$ cat config.mk
export PLATFORM = sky130hd
export DESIGN_NAME = uart_rx_lineerr
export DESIGN_NICKNAME = d
export VERILOG_FILES = /design/src/rtl/uart_rx_pkg.sv /design/src/rtl/uart_rx_sampler.sv /design/src/rtl/uart_rx_break_det.sv /design/src/rtl/uart_rx_errsrc.sv /design/src/rtl/uart_rx_lineerr.sv
export SDC_FILE = /design/constraint.sdc
export NUM_CORES = 1
export LEC_CHECK = 0
export BUFFER_PORTS_ARGS = -buffer_cell sky130_fd_sc_hd__buf_2
export CAP_MARGIN = 20
export CORE_MARGIN = 3
export CORE_UTILIZATION = 58
export CTS_CLUSTER_DIAMETER = 30
export DETAILED_ROUTE_END_ITERATION = 16
export PLACE_DENSITY_LB_ADDON = 0.25
export SLEW_MARGIN = 25
export SYNTH_ARGS = -nofsm -noshare
export SYNTH_HDL_FRONTEND = slang
export SYNTH_SLANG_ARGS = --single-unit
$ cat constraint.sdc
create_clock -name clk -period 2.7 [get_ports clk]
set_input_delay 0.405 -clock clk [delete_from_list [all_inputs] [get_ports clk]]
set_output_delay 0.405 -clock clk [all_outputs]
set_load 0.03 [all_outputs]
$ cat src/rtl/uart_rx_pkg.sv
package uart_rx_pkg;
  typedef enum logic [2:0] {
    ST_IDLE, ST_START, ST_DATA, ST_PAR, ST_STOP, ST_HOLD
  } rx_state_e;
  localparam int NERR       = 3;
  localparam int ERR_FRAME  = 0;
  localparam int ERR_PARITY = 1;
  localparam int ERR_BREAK  = 2;
  localparam int REG_W      = 4;
  localparam logic [REG_W-1:0] RUN_CODE = 4'd4;
endpackage

$ cat src/rtl/uart_rx_sampler.sv
module uart_rx_sampler #(
  parameter int OVS   = 16,
  parameter int DBITS = 8
) (
  input  logic             clk,
  input  logic             rst_n,
  input  logic             active,
  input  logic             tick,
  input  logic             rxd,
  input  logic             par_en,
  output logic             valid,
  output logic [DBITS-1:0] data,
  output logic             frame_err,
  output logic             par_err
);
  import uart_rx_pkg::*;
  localparam int CW = $clog2(OVS);
  localparam int BW = $clog2(DBITS + 1);
  localparam logic [CW-1:0] MID     = CW'(OVS / 2 - 1);
  localparam logic [CW-1:0] LAST    = CW'(OVS - 1);
  localparam logic [BW-1:0] LASTBIT = BW'(DBITS - 1);

  rx_state_e        state_q, state_d;
  logic [CW-1:0]    cnt_q, cnt_d;
  logic [BW-1:0]    bit_q, bit_d;
  logic [DBITS-1:0] sh_q, sh_d;
  logic             acc_q, acc_d, pbad_q, pbad_d;
  logic             valid_q, valid_d, ferr_q, ferr_d, perr_q, perr_d;

  always_comb begin
    state_d = state_q;
    cnt_d   = cnt_q;
    bit_d   = bit_q;
    sh_d    = sh_q;
    acc_d   = acc_q;
    pbad_d  = pbad_q;
    valid_d = 1'b0;
    ferr_d  = 1'b0;
    perr_d  = 1'b0;
    if (!active) begin
      state_d = ST_IDLE;
      cnt_d   = '0;
    end else if (tick) begin
      unique case (state_q)
        ST_IDLE: if (!rxd) begin
          state_d = ST_START;
          cnt_d   = '0;
        end
        ST_START: if (cnt_q == MID) begin
          cnt_d  = '0;
          bit_d  = '0;
          acc_d  = 1'b0;
          pbad_d = 1'b0;
          state_d = rxd ? ST_IDLE : ST_DATA;
        end else cnt_d = cnt_q + 1'b1;
        ST_DATA: if (cnt_q == LAST) begin
          cnt_d = '0;
          sh_d  = {rxd, sh_q[DBITS-1:1]};
          acc_d = acc_q ^ rxd;
          if (bit_q == LASTBIT) state_d = par_en ? ST_PAR : ST_STOP;
          else bit_d = bit_q + 1'b1;
        end else cnt_d = cnt_q + 1'b1;
        ST_PAR: if (cnt_q == LAST) begin
          cnt_d   = '0;
          pbad_d  = acc_q ^ rxd;
          state_d = ST_STOP;
        end else cnt_d = cnt_q + 1'b1;
        ST_STOP: if (cnt_q == LAST) begin
          cnt_d   = '0;
          valid_d = 1'b1;
          ferr_d  = !rxd;
          perr_d  = pbad_q;
          state_d = rxd ? ST_IDLE : ST_HOLD;
        end else cnt_d = cnt_q + 1'b1;
        ST_HOLD: if (rxd) state_d = ST_IDLE;
        default: state_d = ST_IDLE;
      endcase
    end
  end

  always_ff @(posedge clk or negedge rst_n) begin
    if (!rst_n) begin
      state_q <= ST_IDLE;
      cnt_q   <= '0;
      bit_q   <= '0;
      sh_q    <= '0;
      acc_q   <= 1'b0;
      pbad_q  <= 1'b0;
      valid_q <= 1'b0;
      ferr_q  <= 1'b0;
      perr_q  <= 1'b0;
    end else begin
      state_q <= state_d;
      cnt_q   <= cnt_d;
      bit_q   <= bit_d;
      sh_q    <= sh_d;
      acc_q   <= acc_d;
      pbad_q  <= pbad_d;
      valid_q <= valid_d;
      ferr_q  <= ferr_d;
      perr_q  <= perr_d;
    end
  end

  assign valid     = valid_q;
  assign data      = sh_q;
  assign frame_err = ferr_q;
  assign par_err   = perr_q;

  assert_strobe_single_R4: assert property (@(posedge clk) disable iff (!rst_n)
    valid_q |=> !valid_q);
  assert_strobe_after_stop_R3: assert property (@(posedge clk) disable iff (!rst_n)
    $rose(valid_q) |-> $past(state_q) == ST_STOP);
  assert_errs_with_strobe_R6: assert property (@(posedge clk) disable iff (!rst_n)
    (ferr_q || perr_q) |-> valid_q);
endmodule

$ cat src/rtl/uart_rx_break_det.sv
module uart_rx_break_det #(
  parameter int OVS   = 16,
  parameter int DBITS = 8
) (
  input  logic clk,
  input  logic rst_n,
  input  logic active,
  input  logic tick,
  input  logic rxd,
  input  logic par_en,
  output logic brk
);
  localparam int LIM_NP = (DBITS + 2) * OVS;
  localparam int LIM_P  = (DBITS + 3) * OVS;
  localparam int BW     = $clog2(LIM_P + 2);

  logic [BW-1:0] cnt_q, cnt_d, lim;
  logic          brk_q, brk_d;

  always_comb begin
    lim   = par_en ? BW'(LIM_P) : BW'(LIM_NP);
    cnt_d = cnt_q;
    brk_d = 1'b0;
    if (!active || rxd) cnt_d = '0;
    else if (tick && cnt_q <= lim) begin
      cnt_d = cnt_q + 1'b1;
      brk_d = (cnt_q == lim);
    end
  end

  always_ff @(posedge clk or negedge rst_n) begin
    if (!rst_n) begin
      cnt_q <= '0;
      brk_q <= 1'b0;
    end else begin
      cnt_q <= cnt_d;
      brk_q <= brk_d;
    end
  end

  assign brk = brk_q;

  assert_break_once_R7: assert property (@(posedge clk) disable iff (!rst_n)
    brk_q |=> !brk_q);
  assert_break_line_low_R7: assert property (@(posedge clk) disable iff (!rst_n)
    brk_q |-> $past(!rxd));
endmodule

$ cat src/rtl/uart_rx_errsrc.sv
module uart_rx_errsrc #(
  parameter int N = 3
) (
  input  logic         clk,
  input  logic         rst_n,
  input  logic [N-1:0] set,
  input  logic [N-1:0] clr,
  output logic [N-1:0] flags
);
  logic [N-1:0] flags_q, flags_d;

  always_comb flags_d = (flags_q & ~clr) | set;

  always_ff @(posedge clk or negedge rst_n) begin
    if (!rst_n) flags_q <= '0;
    else        flags_q <= flags_d;
  end

  assign flags = flags_q;

  assert_set_lands_R6: assert property (@(posedge clk) disable iff (!rst_n)
    (|set) |=> ((flags_q & $past(set)) == $past(set)));
  assert_sticky_R8: assert property (@(posedge clk) disable iff (!rst_n)
    (|(flags_q & ~clr)) |=> ((flags_q & $past(flags_q & ~clr)) == $past(flags_q & ~clr)));
endmodule

$ cat src/rtl/uart_rx_lineerr.sv
module uart_rx_lineerr #(
  parameter int OVS   = 16,
  parameter int DBITS = 8
) (
  input  logic             clk,
  input  logic             rst_n,
  input  logic             baud_tick,
  input  logic             rxd,
  input  logic             parity_en,
  input  logic             reg_wr,
  input  logic             reg_sel,
  input  logic [3:0]       reg_wdata,
  output logic [3:0]       reg_rdata,
  output logic             rx_valid,
  output logic [DBITS-1:0] rx_data
);
  import uart_rx_pkg::*;

  logic [REG_W-1:0] en_q, en_d;
  logic             rx_on;
  logic             ferr, perr, brk;
  logic [NERR-1:0]  err_set, err_clr, err_q;

  always_comb begin
    en_d = en_q;
    if (reg_wr && !reg_sel) en_d = reg_wdata;
  end

  always_ff @(posedge clk or negedge rst_n) begin
    if (!rst_n) en_q <= '0;
    else        en_q <= en_d;
  end

  assign rx_on = (en_q == RUN_CODE);

  uart_rx_sampler #(.OVS(OVS), .DBITS(DBITS)) i_sampler (
    .clk(clk), .rst_n(rst_n), .active(rx_on), .tick(baud_tick), .rxd(rxd),
    .par_en(parity_en), .valid(rx_valid), .data(rx_data),
    .frame_err(ferr), .par_err(perr)
  );

  uart_rx_break_det #(.OVS(OVS), .DBITS(DBITS)) i_brk (
    .clk(clk), .rst_n(rst_n), .active(rx_on), .tick(baud_tick), .rxd(rxd),
    .par_en(parity_en), .brk(brk)
  );

  always_comb begin
    err_set             = '0;
    err_set[ERR_FRAME]  = ferr;
    err_set[ERR_PARITY] = perr;
    err_set[ERR_BREAK]  = brk;
    err_clr = (reg_wr && reg_sel) ? reg_wdata[NERR-1:0] : '0;
  end

  uart_rx_errsrc #(.N(NERR)) i_err (
    .clk(clk), .rst_n(rst_n), .set(err_set), .clr(err_clr), .flags(err_q)
  );

  always_comb begin
    if (reg_sel) reg_rdata = {{(REG_W-NERR){1'b0}}, err_q};
    else         reg_rdata = en_q;
  end

  assert_off_no_strobe_R2: assert property (@(posedge clk) disable iff (!rst_n)
    !rx_on |=> !rx_valid);
  assert_off_no_new_err_R2: assert property (@(posedge clk) disable iff (!rst_n)
    (!rx_on && $past(!rx_on)) |=> ($countones(err_q) <= $countones($past(err_q))));
endmodule

Word level (Yosys, flattened, before mapping)
Index checks and enable logic that the tools add are counted.

storage, ports and cells
  bits in registers = 40
  input port bits = 11
  output and inout bits = 13
  logic and storage cells = 108

cells by class
  add/subtract/negate cells = 3
  $lt $le $gt $ge = 1
  eq/ne operators = 23
  muxes and demuxes = 46
  bitwise logic cells = 4
  reductions and logical operators = 18

operator list
  cell                                                                    number
  3-bit two-way mux                                                       12
  4-bit two-way mux                                                       9
  3-bit != test (second input constant)                                   7
  3-bit case mux with 6 select lines                                      1
  1-bit two-way mux                                                       16
  8-bit two-way mux                                                       2
  4-bit by 3-bit equality test with 1-bit output (second input constant)  3
  4-bit case mux with 3 select lines                                      1
  5-bit AND reduction                                                     2
  4-bit by 1-bit adder with 4-bit output (second input constant)          2
  8-bit by 1-bit adder with 8-bit output (second input constant)          1
  8-bit equality test                                                     1
  8-bit <= comparator                                                     1
  4-bit case mux with 2 select lines                                      1
  8-bit AND reduction                                                     1
  3-bit by 2-bit equality test with 1-bit output (second input constant)  2
  3-bit equality test (second input constant)                             2
  2-bit by 1-bit != test with 1-bit output (second input constant)        3
  6-bit AND reduction                                                     1
  2-bit nonzero test                                                      3
  5-bit two-way mux                                                       1
  4-bit equality test (second input constant)                             1
  2-bit != test (second input constant)                                   2
  4-bit != test (second input constant)                                   1
  other kinds (14)                                                        19

Depth between registers and ports, before layout
  depth in word-level cells = 6
  gate-level depth with buffers = 7
  gate-level depth less buffers = 7

Cells and area by module
From an unflattened synthesis, not the netlist that was laid out.

unflattened totals
  cell total of the unflattened synthesis = 212
  area total of the unflattened synthesis = 2249.7 um^2

by module, submodules not included
  module             instances  cells each  area each (um^2)  seq. area each (um^2)
  uart_rx_sampler    1          125         1320.0            600.6
  uart_rx_break_det  1          61          573.0             225.2
  uart_rx_lineerr    1          17          247.7             100.1
  uart_rx_errsrc     1          9           108.9             75.1

Worst setup path before layout
No wires, ideal clock.

  path kind = reg-to-reg
  start = register en_q[1]
  end = register i_sampler.bit_q[3]
  library setup time = 0.092 ns
  data arrival time = 1.808 ns
  data required time = 2.608 ns
  path slack = 0.800 ns
  cell stages (with the launch flop) = 6
  buffers on the path = 0
  period minus slack after synthesis = 1.900 ns
  path through = dfrtp_1 nor4b_4 nand2_2 or3_4 or3_4 o31ai_2

between the ends
  longest elaborated chain between the ends = 2

ends and longest elaborated chain
  item                                            line                   source
  start, declared                                 uart_rx_lineerr.sv:19  logic [REG_W-1:0] en_q, en_d;
  start signal, assigned                          uart_rx_lineerr.sv:31  else en_q <= en_d;
  4-bit by 3-bit equality test with 1-bit output  uart_rx_lineerr.sv:34  assign rx_on = (en_q == RUN_CODE);
  6-bit AND reduction (no line)                   -
  end signal, assigned                            uart_rx_sampler.sv:95  bit_q <= bit_d;
  end, declared                                   uart_rx_sampler.sv:25  logic [BW-1:0] bit_q, bit_d;

Every way passes these cells.
A chain may end at the register's enable or synchronous reset.

Final worst setup path
Same ends and word-level chain as after synthesis.

==> impl_metrics.tcl <==
set metrics [dict create \
    switching_power_mw 0.271 \
    grt_antenna_before_repair 0 \
    firstDrtPassIters 4 \
    fin_nets 246 \
    critPathSlowestCell "dfrtp_1" \
    synthTopCellsByArea "dfrtp_1 (47%), mux2_1 (3.7%), mux2_2 (3.7%)" \
    drtIter0Drc 116 \
    power_density_nw_per_um2 439 \
    floorplan.die.height_um 66.3 \
    numPortBuffers 23 \
    arrival_ns 2.39 \
    ant_nets 0 \
    clock_sinks 40 \
    layout-drive-gt1-share_pct 19.0 \
    crit_start "en_q[1]$_DFFE_PN0P_" \
    status "finished clean" \
    final.setup.tns_ns 0 \
    p_leak_nw 1.08 \
    first_global_vias 1578 \
    skew_ns 0.0156 \
    grt_max_degree 41 \
    period_share_pct 79.1 \
    clkPwrFrac_pct 29.4 \
    hp-class "in2async" \
    diodes 0 \
    reg2reg_depth 5 \
    tightest_slew_ns 0.862 \
    ir_drop_mv 0.286 \
    ys_seq_area_share_pct 47.4 \
    clk_latency_ns 0.34 \
    slew_headroom_pct 42.6 \
    gp_congestion 0.897 \
    start_kind "register" \
    maxSlewViolCount 0 \
    die_w_um 66.3 \
    fmax_mhz 468 \
    cts_made_buffers 5 \
    synth_ff_type "dfrtp_1" \
    final_common_cell "dfrtp_1" \
    synth-seq-cells 40 \
    post_cts.repair.setup_buffers 0 \
    yosysTopAreaCellShare_pct 47.4 \
    finalSetupViolations 0 \
    r2r_start "en_q[1]$_DFFE_PN0P_" \
    combPwrFrac_pct 9.2 \
    sw_frac_of_total_pct 26.7 \
    die_area_um2 4400 \
    power.internal_mw 0.743 \
    drc 0 \
    synth_edf_count 0 \
    hold_buffers 0 \
    synth_cell_types 50 \
    synth_area_um2 2110 \
    layout_common_cells "dfrtp_1 (40), buf_2 (23), nor2_1 (21)" \
    routed_wl_mm 4.17 \
    hold_viol 0 \
    end_kind "register" \
    placementRows 21 \
    ys_warn_count 0 \
    maxCapViolCount 0 \
    overflow 0 \
    sequentialPowerShare_pct 61.4 \
    async_flop_share_pct 100 \
    cp.required_ns 2.96 \
    num_io_pins 24 \
    grtUsageTotal_pct 21.6 \
    p_total_mw 1.01 \
    htreeDepth 2 \
    vias 1626 \
    clockBufferDepth 2 \
    cts-root-buf "clkbuf_4" \
    critPathMaxFanout 6 \
    areaGrowthSynthToFinish_pct 9.18 \
    period_needed_ns 2.14 \
    synth_nets 225 \
    fp.coreArea_um2 3420 \
    critical_path_class "reg2reg" \
    start_util_pct 61.8 \
    cpPeakStageDelay_ns 0.45 \
    path_clk_slew_ns 0.13 \
    path_cells "nor4b_4, nand2_2, or3_4, or3_4, o31ai_2" \
    synthCells 209 \
    vias_per_cell 5.87 \
    cpMostUsedCell "or3_4" \
    syn_avg_cell_area_um2 10.1 \
    post_cts_resized 0 \
    routedWlPerCell_um 15.1 \
    rsz0062_at_grt "no" \
    dp_hpwl_mm 3.12 \
    post-synth-top-area-cell "dfrtp_1" \
    cts_tree "built" \
    grt_pass1_wl_mm 7.27 \
]
[cell type report]
| cell class | count | area [um2] |
|---|---|---|
| clock buffer | 5 | 37.5 |
| clock inverter | 3 | 18.8 |
| fill | 282 | 1110 |
| inverter | 7 | 26.3 |
| multi-input combinational | 153 | 1050 |
| sequential | 40 | 1000 |
| tap | 46 | 57.6 |
| timing repair buffer | 23 | 115 |
[stage by stage]
stage               instance area (um2)  setup slack (ns)  std cells  utilization (%)  hold slack [ns]
finish                             2310             0.564        277             67.5            0.158
detailed placement                 2250             0.589        269             65.9            0.414
CTS                                2310             0.575        277             67.5            0.180
global route                       2310             0.463        277             67.5            0.212
global placement                   2250             0.681        269             65.9            0.413
floorplan                          2110             0.800        209                -            0.109
[worst max-delay path: cells and delay by family, from the launching register on]
family          cells  cell delay, ns
simple gates        4            1.42
compound gates      1            0.19
flops               1            0.45
[flip-flops by register name (all words and copies together) (netlist names), 3 cells and up]
register and flops:
en_q 4, i_brk.cnt_q 8, i_err.flags 3, i_sampler.bit_q 4, i_sampler.cnt_q 4, i_sampler.data 8
i_sampler.state_q 3
[synthesized netlist by cell type, drive strengths merged (2+ instances only)]
library cell / number
nor2: 21
o21ai: 13
a31oi: 2
a211oi: 2
o211ai: 2
nor4b: 2
and3: 5
or3: 5
mux2: 14
nor3: 3
or4: 2
o41ai: 3
xnor2: 2
inv: 7
clkbuf: 8
o31ai: 2
nand3: 9
a211o: 2
dfrtp: 40
nand2: 14
nor2b: 8
a21oi: 7
a21o: 3
xor2: 3
ha: 5
mux2i: 2
and2: 2
o2111ai: 4
nand4: 2
[path summary, 6_finish.rpt]
check	endpoint	slack [ns]
min in group clk	en_q[2]$_DFFE_PN0P_	0.30
worst min register to register	i_err.flags[2]$_DFF_PN0_	0.44
worst min-delay path	i_sampler.data[1]$_DFFE_PN0P_	0.16
worst max register to register	i_sampler.bit_q[3]$_DFFE_PN0P_	0.56
worst max-delay path	i_sampler.bit_q[3]$_DFFE_PN0P_	0.56
max in group asynchronous	i_sampler.cnt_q[0]$_DFFE_PN0P_	1.99
[power by group through the flow]
stage / combinational, mW / clock (mW) / sequential, mW
after floorplan: 0.0581 / 0 / 0.630
after global routing: 0.103 / 0.329 / 0.624
after detailed placement: 0.0937 / 0 / 0.634
final: 0.0928 / 0.298 / 0.623
after CTS: 0.0943 / 0.304 / 0.623
after global placement: 0.0907 / 0 / 0.633
[logic make-up after synthesis]
family / share of synthesized area (%)
and+or+nand+nor: 21.4
AOI/OAI and AO/OA: 14.9
DFF: 47.4
buffers and inverters: 2.90
muxes: 8.41
xor gates and xnor gates: 2.07
adders and majority gates: 2.96
[layer usage]
metal | track usage, % | wire (um) | vias up
met5 | 0 | 0 | -
met4 | 6.60 | 27 | 0
met3 | 4.42 | 202 | 4
met2 | 35.3 | 2060 | 55
met1 | 28.6 | 1880 | 766
li1 | - | - | 801
No activity file was read; power rests on OpenSTA's default activity.
